File: src/rtl/scan_pattern_pkg.sv
package scan_pattern_pkg;
  typedef enum logic [1:0] {
    SRC_REPLAY   = 2'd0,
    SRC_CONTINUE = 2'd1,
    SRC_SEED     = 2'd2
  } start_src_e;

  typedef enum logic {
    SEQ_IDLE  = 1'b0,
    SEQ_SHIFT = 1'b1
  } seq_state_e;
endpackage

File: src/rtl/scan_lfsr_core.sv
module scan_lfsr_core #(
  parameter int unsigned      WIDTH        = 32,
  parameter logic [WIDTH-1:0] TAP_MASK     = 32'h80200003,
  parameter logic [WIDTH-1:0] DEFAULT_SEED = 32'h1
) (
  input  logic             clk_i,
  input  logic             rst_ni,
  input  logic             load_i,
  input  logic [WIDTH-1:0] load_val_i,
  input  logic             step_i,
  output logic [WIDTH-1:0] state_o
);
  logic [WIDTH-1:0] state_q, next_state;

  // right-shifting Galois step; bit 0 leaves as the serial output
  always_comb begin
    next_state = {1'b0, state_q[WIDTH-1:1]};
    if (state_q[0]) next_state = next_state ^ TAP_MASK;
  end

  always_ff @(posedge clk_i or negedge rst_ni) begin
    if (!rst_ni)     state_q <= DEFAULT_SEED;
    else if (load_i) state_q <= load_val_i;
    else if (step_i) state_q <= next_state;
  end

  assign state_o = state_q;
endmodule

File: src/rtl/scan_start_select.sv
module scan_start_select
  import scan_pattern_pkg::*;
#(
  parameter int unsigned      WIDTH        = 32,
  parameter logic [WIDTH-1:0] DEFAULT_SEED = 32'h1
) (
  input  logic             clk_i,
  input  logic             rst_ni,
  input  logic             launch_i,
  input  logic             load_seed_i,
  input  logic             advance_i,
  input  logic [WIDTH-1:0] seed_i,
  input  logic [WIDTH-1:0] cur_state_i,
  output logic [WIDTH-1:0] start_val_o
);
  start_src_e       src;
  logic [WIDTH-1:0] saved_q, seed_safe;

  assign seed_safe = (seed_i == '0) ? DEFAULT_SEED : seed_i;

  always_comb begin
    if (load_seed_i)    src = SRC_SEED;
    else if (advance_i) src = SRC_CONTINUE;
    else                src = SRC_REPLAY;
  end

  always_comb begin
    unique case (src)
      SRC_SEED:     start_val_o = seed_safe;
      SRC_CONTINUE: start_val_o = cur_state_i;
      default:      start_val_o = saved_q;
    endcase
  end

  // start state of the latest burst, kept for replay
  always_ff @(posedge clk_i or negedge rst_ni) begin
    if (!rst_ni)       saved_q <= DEFAULT_SEED;
    else if (launch_i) saved_q <= start_val_o;
  end
endmodule

File: src/rtl/scan_sequencer.sv
module scan_sequencer
  import scan_pattern_pkg::*;
#(
  parameter int unsigned LEN_LG = 9
) (
  input  logic clk_i,
  input  logic rst_ni,
  input  logic start_i,
  output logic launch_o,
  output logic step_o,
  output logic scan_en_o,
  output logic ready_o
);
  seq_state_e        state_q;
  logic [LEN_LG-1:0] cnt_q;
  logic              last;

  assign last     = (cnt_q == {LEN_LG{1'b1}});
  assign launch_o = (state_q == SEQ_IDLE) && start_i;
  assign step_o   = (state_q == SEQ_SHIFT);

  always_ff @(posedge clk_i or negedge rst_ni) begin
    if (!rst_ni) begin
      state_q <= SEQ_IDLE;
      cnt_q   <= '0;
    end else begin
      unique case (state_q)
        SEQ_IDLE: if (start_i) begin
          state_q <= SEQ_SHIFT;
          cnt_q   <= '0;
        end
        SEQ_SHIFT: begin
          cnt_q <= cnt_q + 1'b1;
          if (last) state_q <= SEQ_IDLE;
        end
        default: state_q <= SEQ_IDLE;
      endcase
    end
  end

  assign scan_en_o = (state_q == SEQ_SHIFT);
  assign ready_o   = (state_q == SEQ_IDLE);
endmodule

File: src/rtl/scan_pattern_gen.sv
module scan_pattern_gen #(
  parameter int unsigned      WIDTH        = 32,
  parameter logic [WIDTH-1:0] TAP_MASK     = 32'h80200003,
  parameter logic [WIDTH-1:0] DEFAULT_SEED = 32'h1,
  parameter int unsigned      LEN_LG       = 9
) (
  input  logic             clk_i,
  input  logic             rst_ni,
  input  logic             start_i,
  input  logic             load_seed_i,
  input  logic             advance_i,
  input  logic [WIDTH-1:0] seed_i,
  output logic             ready_o,
  output logic             scan_en_o,
  output logic             scan_bit_o
);
  logic             launch, step;
  logic [WIDTH-1:0] lfsr_q, start_val;

  scan_sequencer #(.LEN_LG(LEN_LG)) u_seq (
    .clk_i     (clk_i),
    .rst_ni    (rst_ni),
    .start_i   (start_i),
    .launch_o  (launch),
    .step_o    (step),
    .scan_en_o (scan_en_o),
    .ready_o   (ready_o)
  );

  scan_start_select #(.WIDTH(WIDTH), .DEFAULT_SEED(DEFAULT_SEED)) u_sel (
    .clk_i       (clk_i),
    .rst_ni      (rst_ni),
    .launch_i    (launch),
    .load_seed_i (load_seed_i),
    .advance_i   (advance_i),
    .seed_i      (seed_i),
    .cur_state_i (lfsr_q),
    .start_val_o (start_val)
  );

  scan_lfsr_core #(.WIDTH(WIDTH), .TAP_MASK(TAP_MASK), .DEFAULT_SEED(DEFAULT_SEED)) u_lfsr (
    .clk_i      (clk_i),
    .rst_ni     (rst_ni),
    .load_i     (launch),
    .load_val_i (start_val),
    .step_i     (step),
    .state_o    (lfsr_q)
  );

  assign scan_bit_o = lfsr_q[0];
endmodule

File: config.mk
export PLATFORM = sky130hd
export DESIGN_NAME = scan_pattern_gen
export DESIGN_NICKNAME = d
export VERILOG_FILES = /design/src/rtl/scan_pattern_pkg.sv /design/src/rtl/scan_lfsr_core.sv /design/src/rtl/scan_start_select.sv /design/src/rtl/scan_sequencer.sv /design/src/rtl/scan_pattern_gen.sv
export SDC_FILE = /design/constraint.sdc
export NUM_CORES = 1
export LEC_CHECK = 0
export BUFFER_PORTS_ARGS = -buffer_cell sky130_fd_sc_hd__buf_2
export CAP_MARGIN = 5
export CORE_ASPECT_RATIO = 1.25
export CORE_MARGIN = 5
export CORE_UTILIZATION = 50
export CTS_CLUSTER_SIZE = 28
export DETAILED_ROUTE_END_ITERATION = 10
export PLACE_DENSITY = 0.78
export SLEW_MARGIN = 20
export SYNTH_ARGS = -nofsm -noshare
export SYNTH_HDL_FRONTEND = slang
export SYNTH_HIERARCHICAL = 1
export SYNTH_SLANG_ARGS = --single-unit
File: constraint.sdc
create_clock -name clk_i -period 4.9 [get_ports clk_i]
set_clock_uncertainty 0.05 [all_clocks]
set_input_delay 0 -clock clk_i [delete_from_list [all_inputs] [get_ports clk_i]]
set_output_delay 0 -clock clk_i [all_outputs]
set_load 0.01 [all_outputs]
-- Yosys cells after proc, flatten, opt, wreduce, memory -nomap -nowiden
Cells that the tools add are included.
- equality and inequality tests: 4
- reductions and logical operators: 3
- bitwise gates (word level): 2
- add/sub/neg operators: 1
- multiplexer cells: 12
- operators by type and width (cell ; number):
    32-bit 2-to-1 mux ; 4
    32-bit one-hot mux with 2 select lines ; 1
    32-bit zero test ; 1
    9-bit one-hot mux with 2 select lines ; 1
    9-bit by 1-bit adder with 9-bit output (second input constant) ; 1
    9-bit equality test (second input constant) ; 1
    9-bit 2-to-1 mux ; 1
    3-bit inverter with 4-bit output ; 1
    1-bit 2-to-1 mux ; 3
    2-bit by 1-bit equality test with 1-bit output (second input constant) ; 1
    2-bit equality test (second input constant) ; 1
    2-bit 2-to-1 mux ; 1
    2-bit != test (second input constant) ; 1
    1-bit one-hot mux with 2 select lines ; 1
    2-bit nonzero test ; 1
    1-bit logical AND ; 1
    1-bit inverter ; 1
- word-level logic and storage cells: 26
- register bits after elaboration: 74
- input port bits: 37

-- Longest topological paths before layout
- depth after elaboration: 5
- gate-level depth with buffers: 8
- depth with buffers taken out: 5

-- Hierarchy
The synthesis kept the hierarchy.
- by module, submodules not included (module ; area an instance (µm²) ; times used ; cells an instance):
    scan_start_select ; 1945.6 ; 1 ; 190
    scan_lfsr_core ; 1530.2 ; 1 ; 143
    scan_sequencer ; 491.7 ; 1 ; 48

-- Least setup slack after synthesis
No wires, ideal clock.
- path type: reg2reg
- from: register u_seq.state_q, in the netlist u_seq/scan_en_o
- to: register u_sel.saved_q[10]
- period minus slack after synthesis: 1.799 ns
- library setup time: 0.125 ns
- data required time: 4.725 ns
- setup slack: 3.101 ns
- arrival: 1.624 ns
- path buffers: 3
- stages on the path, launching flop included: 7
- cells stage by stage: dfrtp_1 > buf_4 > nand2b_1 > inv_1 > buf_2 > buf_2 > mux2_2
- cells in the longest elaborated chain, start to end: 2
- ends and longest elaborated chain (what ; line ; source):
    start, declared ; scan_sequencer.sv:14 ; seq_state_e state_q;
    start signal, assigned ; scan_sequencer.sv:24 ; state_q <= SEQ_IDLE;
    start signal, assigned ; scan_sequencer.sv:29 ; state_q <= SEQ_SHIFT;
    start signal, assigned ; scan_sequencer.sv:34 ; if (last) state_q <= SEQ_IDLE;
    1-bit inverter ; scan_sequencer.sv:19 ; assign launch_o = (state_q == SEQ_IDLE) && start_i;
    1-bit logical AND ; scan_sequencer.sv:19 ;
    named net launch ; scan_pattern_gen.sv:17 ; logic launch, step;
    end signal, assigned ; scan_start_select.sv:38 ; else if (launch_i) saved_q <= start_val_o;
    end, declared ; scan_start_select.sv:17 ; logic [WIDTH-1:0] saved_q, seed_safe;
The timed path passes the listed nets, and every way through them passes these cells.
A chain may end at the register's enable or synchronous reset.

-- Worst setup path in the final report
- from: register u_seq.state_q, in the netlist u_seq/scan_en_o
- to: register u_sel.saved_q[23]
The elaborated chain is that of the path after synthesis.

==> out/metrics.yaml <==
cts_buffer_depth: 2
pre_cts_slack_ps: 1940
cts_made_buffers: 9
area_growth_pct: 15.4
cts_sinks: 74
fin_crit_ps: 2950
finalWorstSetupSlack_ps: 1950
io_buffers: 39
cts_tree: "done"
avgSynthCellArea_sq_um: 10.4
firstDrtPassIters: 5
vias_per_cell: 5.56
vias: 2947
critical_path_class: "flip-flop to flip-flop"
cp.required_ps: 5080
worst_pin_slew_ps: 1100
post-route-period-util: 0.602
num_antenna_cells: 0
synth_seq_area_share: 0.467
fin_util: 0.588
ctsRootBufferMaster: "clkbuf_8"
dieHeight_microns: 110
synth_fp_nets: 420
yosysWarnings: 6
status: "finished, final reports clean"
slew_viol_final: 0
ctsResizeCount: 0
clock_latency_ps: 340
crit_family: "buffers and inverters"
ys_seq_elements: 74
path_clk_slew_ps: 70
crit_slowest_cell: "dfrtp_2"
syn_area_sq_um: 3970
p_per_area_nw_per_um2: 393
overflow: 0
grt_use_total: 0.178
gp_congestion: 0.724
drc: 0
hold_class: "input pin to flip-flop"
final-hold-violation-count: 0
netlist_instances: 381
relSlewSlack: 0.266
cp_max_fo: 63
fin_nets: 469
setup_violations: 0
antenna_found_initial: 0
drt_iter0_drc: 205
rsz0062_at_grt: "no"
initial_core_util: 0.509
dp_hpwl_mm: 5.07
cts-htree-levels: 3
layout-drive-gt1-share: 0.211
setup_tns_ps: 0
whs_ps: 13.4
synth_cell_type_count: 33
crit_path_start_kind: "flip-flop"
die_x_microns: 89.7
maxCapViolations: 0
io_pins: 40
leakage_nw: 2.23
grt_start_max_net_pins: 75
routedWlPerCell_microns: 15.1
crit_arrival_ps: 3130
wl_mm: 8.03
place_area_sq_um: 4090
stdcell_area_sq_um: 4580
power_mw: 1.80
coreArea_sq_um: 7790
post_cts_buffers: 0
slowest_delay_ps: 800
grt_pass1_wl_mm: 13.6
die-area_sq_um: 9830
crit_chain: "nand2b_1 -> inv_2 -> buf_4 -> mux2_2"
path_buf_inv: 2
final_antenna_net_count: 0
grt_pass1_vias: 3038
placedCellCount: 489
rows: 36
vdd_drop_max_v: 0.000161
layoutNonFillerInstCount: 530
cp-end-kind: "flip-flop"
max_freq_ghz: 0.339
-- routing by layer --
metal | global-route usage | wire length, microns | part of all wire | up-vias
met1 | 0.218 | 3380 | 0.42 | 1421
met5 | 0 | 0 | 0 | -
met2 | 0.299 | 4160 | 0.52 | 57
met3 | 0.0337 | 272 | 0.034 | 15
li1 | - | - | - | 1454
met4 | 0.0809 | 214 | 0.027 | 0
-- report_power, final --
| part | switching [mW] | total [mW] | internal, mW |
|---|---|---|---|
| sequential | 0.125 | 0.886 | 0.761 |
| combinational | 0.165 | 0.355 | 0.190 |
| clock | 0.220 | 0.556 | 0.336 |
| total | 0.511 | 1.80 | 1.29 |
-- cell usage in the layout, fill, tap and decap left out, types with 4 or more instances in the layout --
master,Yosys,final
buf_2,15,38
mux2_2,31,31
nor4_1,8,8
dfrtp_1,72,71
nand2_1,70,70
o21ai_0,9,9
mux2i_1,60,60
o211ai_1,5,5
o21ai_1,58,58
nor2b_1,5,5
dlygate4sd3_1,0,25
nand4_1,4,4
clkbuf_8,0,9
-- Yosys cell counts, drive strengths merged --
cell type | number | area [sq um]
nand2b | 2 | 12.5
o211ai | 5 | 37.5
o22ai | 1 | 6.26
clkbuf | 2 | 7.51
o21ai | 67 | 335
xor2 | 1 | 8.76
buf | 26 | 196
nor4 | 8 | 50.1
dfrtp | 72 | 1800
nand2 | 70 | 263
or3b | 2 | 17.5
o21a | 1 | 7.51
mux2i | 60 | 601
inv | 3 | 11.3
a211oi | 1 | 7.51
o31ai | 3 | 22.5
nor2 | 3 | 11.3
mux2 | 31 | 349
a21oi | 1 | 5.00
nor2b | 5 | 31.3
nand4 | 5 | 46.3
nor4bb | 1 | 10.0
nand3 | 3 | 15.0
a221o | 1 | 10.0
xnor2 | 2 | 17.5
dfstp | 2 | 52.6
a22o | 1 | 8.76
ha | 2 | 25.0
-- worst reg2reg max path, cell delays in order, from the launching register on --
cell and delay, ps:
dfrtp_2 800, nand2b_1 430, inv_2 510, buf_4 630, mux2_2 420
-- flip-flops by register name, indices dropped and copies added, names as in the netlist --
signal and count:
u_lfsr/state_o 32, u_sel/saved_q 32, u_seq/cnt_q 9, u_seq/scan_en_o 1
-- area by class of cell --
type	instances	area, sq um
Sequential cell	74	1860
Clock inverter	6	105
Inverter	3	11.3
Timing Repair Buffer	66	463
Fill cell	654	3210
Multi-Input combinational cell	276	1900
Tap cell	95	119
Clock buffer	10	128
-- final timing paths --
kind | from | depth (start not counted) | end | slack, ps
worst max-delay path | u_seq/scan_en_o | 4 | u_sel/saved_q[23] | 1950
worst min-delay path | seed_i[19] | 5 | u_lfsr/state_o[19] | 10
worst max register to register | u_seq/scan_en_o | 4 | u_sel/saved_q[23] | 1950
worst min register to register | u_seq/cnt_q[7] | 1 | u_seq/cnt_q[7] | 440
max in group asynchronous | rst_ni | 3 | u_seq/scan_en_o | 3750
min in group asynchronous | rst_ni | 3 | u_sel/saved_q[5] | 340
-- cell families (layout without fill, tap and decap cells) --
logic type	Yosys count	after routing	synth area share
AOI/OAI and AO/OA	81	81	0.111
and+or+nand+nor	99	99	0.115
xor gates and xnor gates	3	3	0.00662
buffers and inverters	31	85	0.0542
DFF	74	74	0.467
adders and majority gates	2	2	0.00631
muxes	91	91	0.239
-- repair_timing --
item | CTS | global route
hold buffers | 25 | 0
setup endpoints to repair | 0 | 0
hold endpoints to repair | 106 | 0
Power figures use the tool's default switching activity.
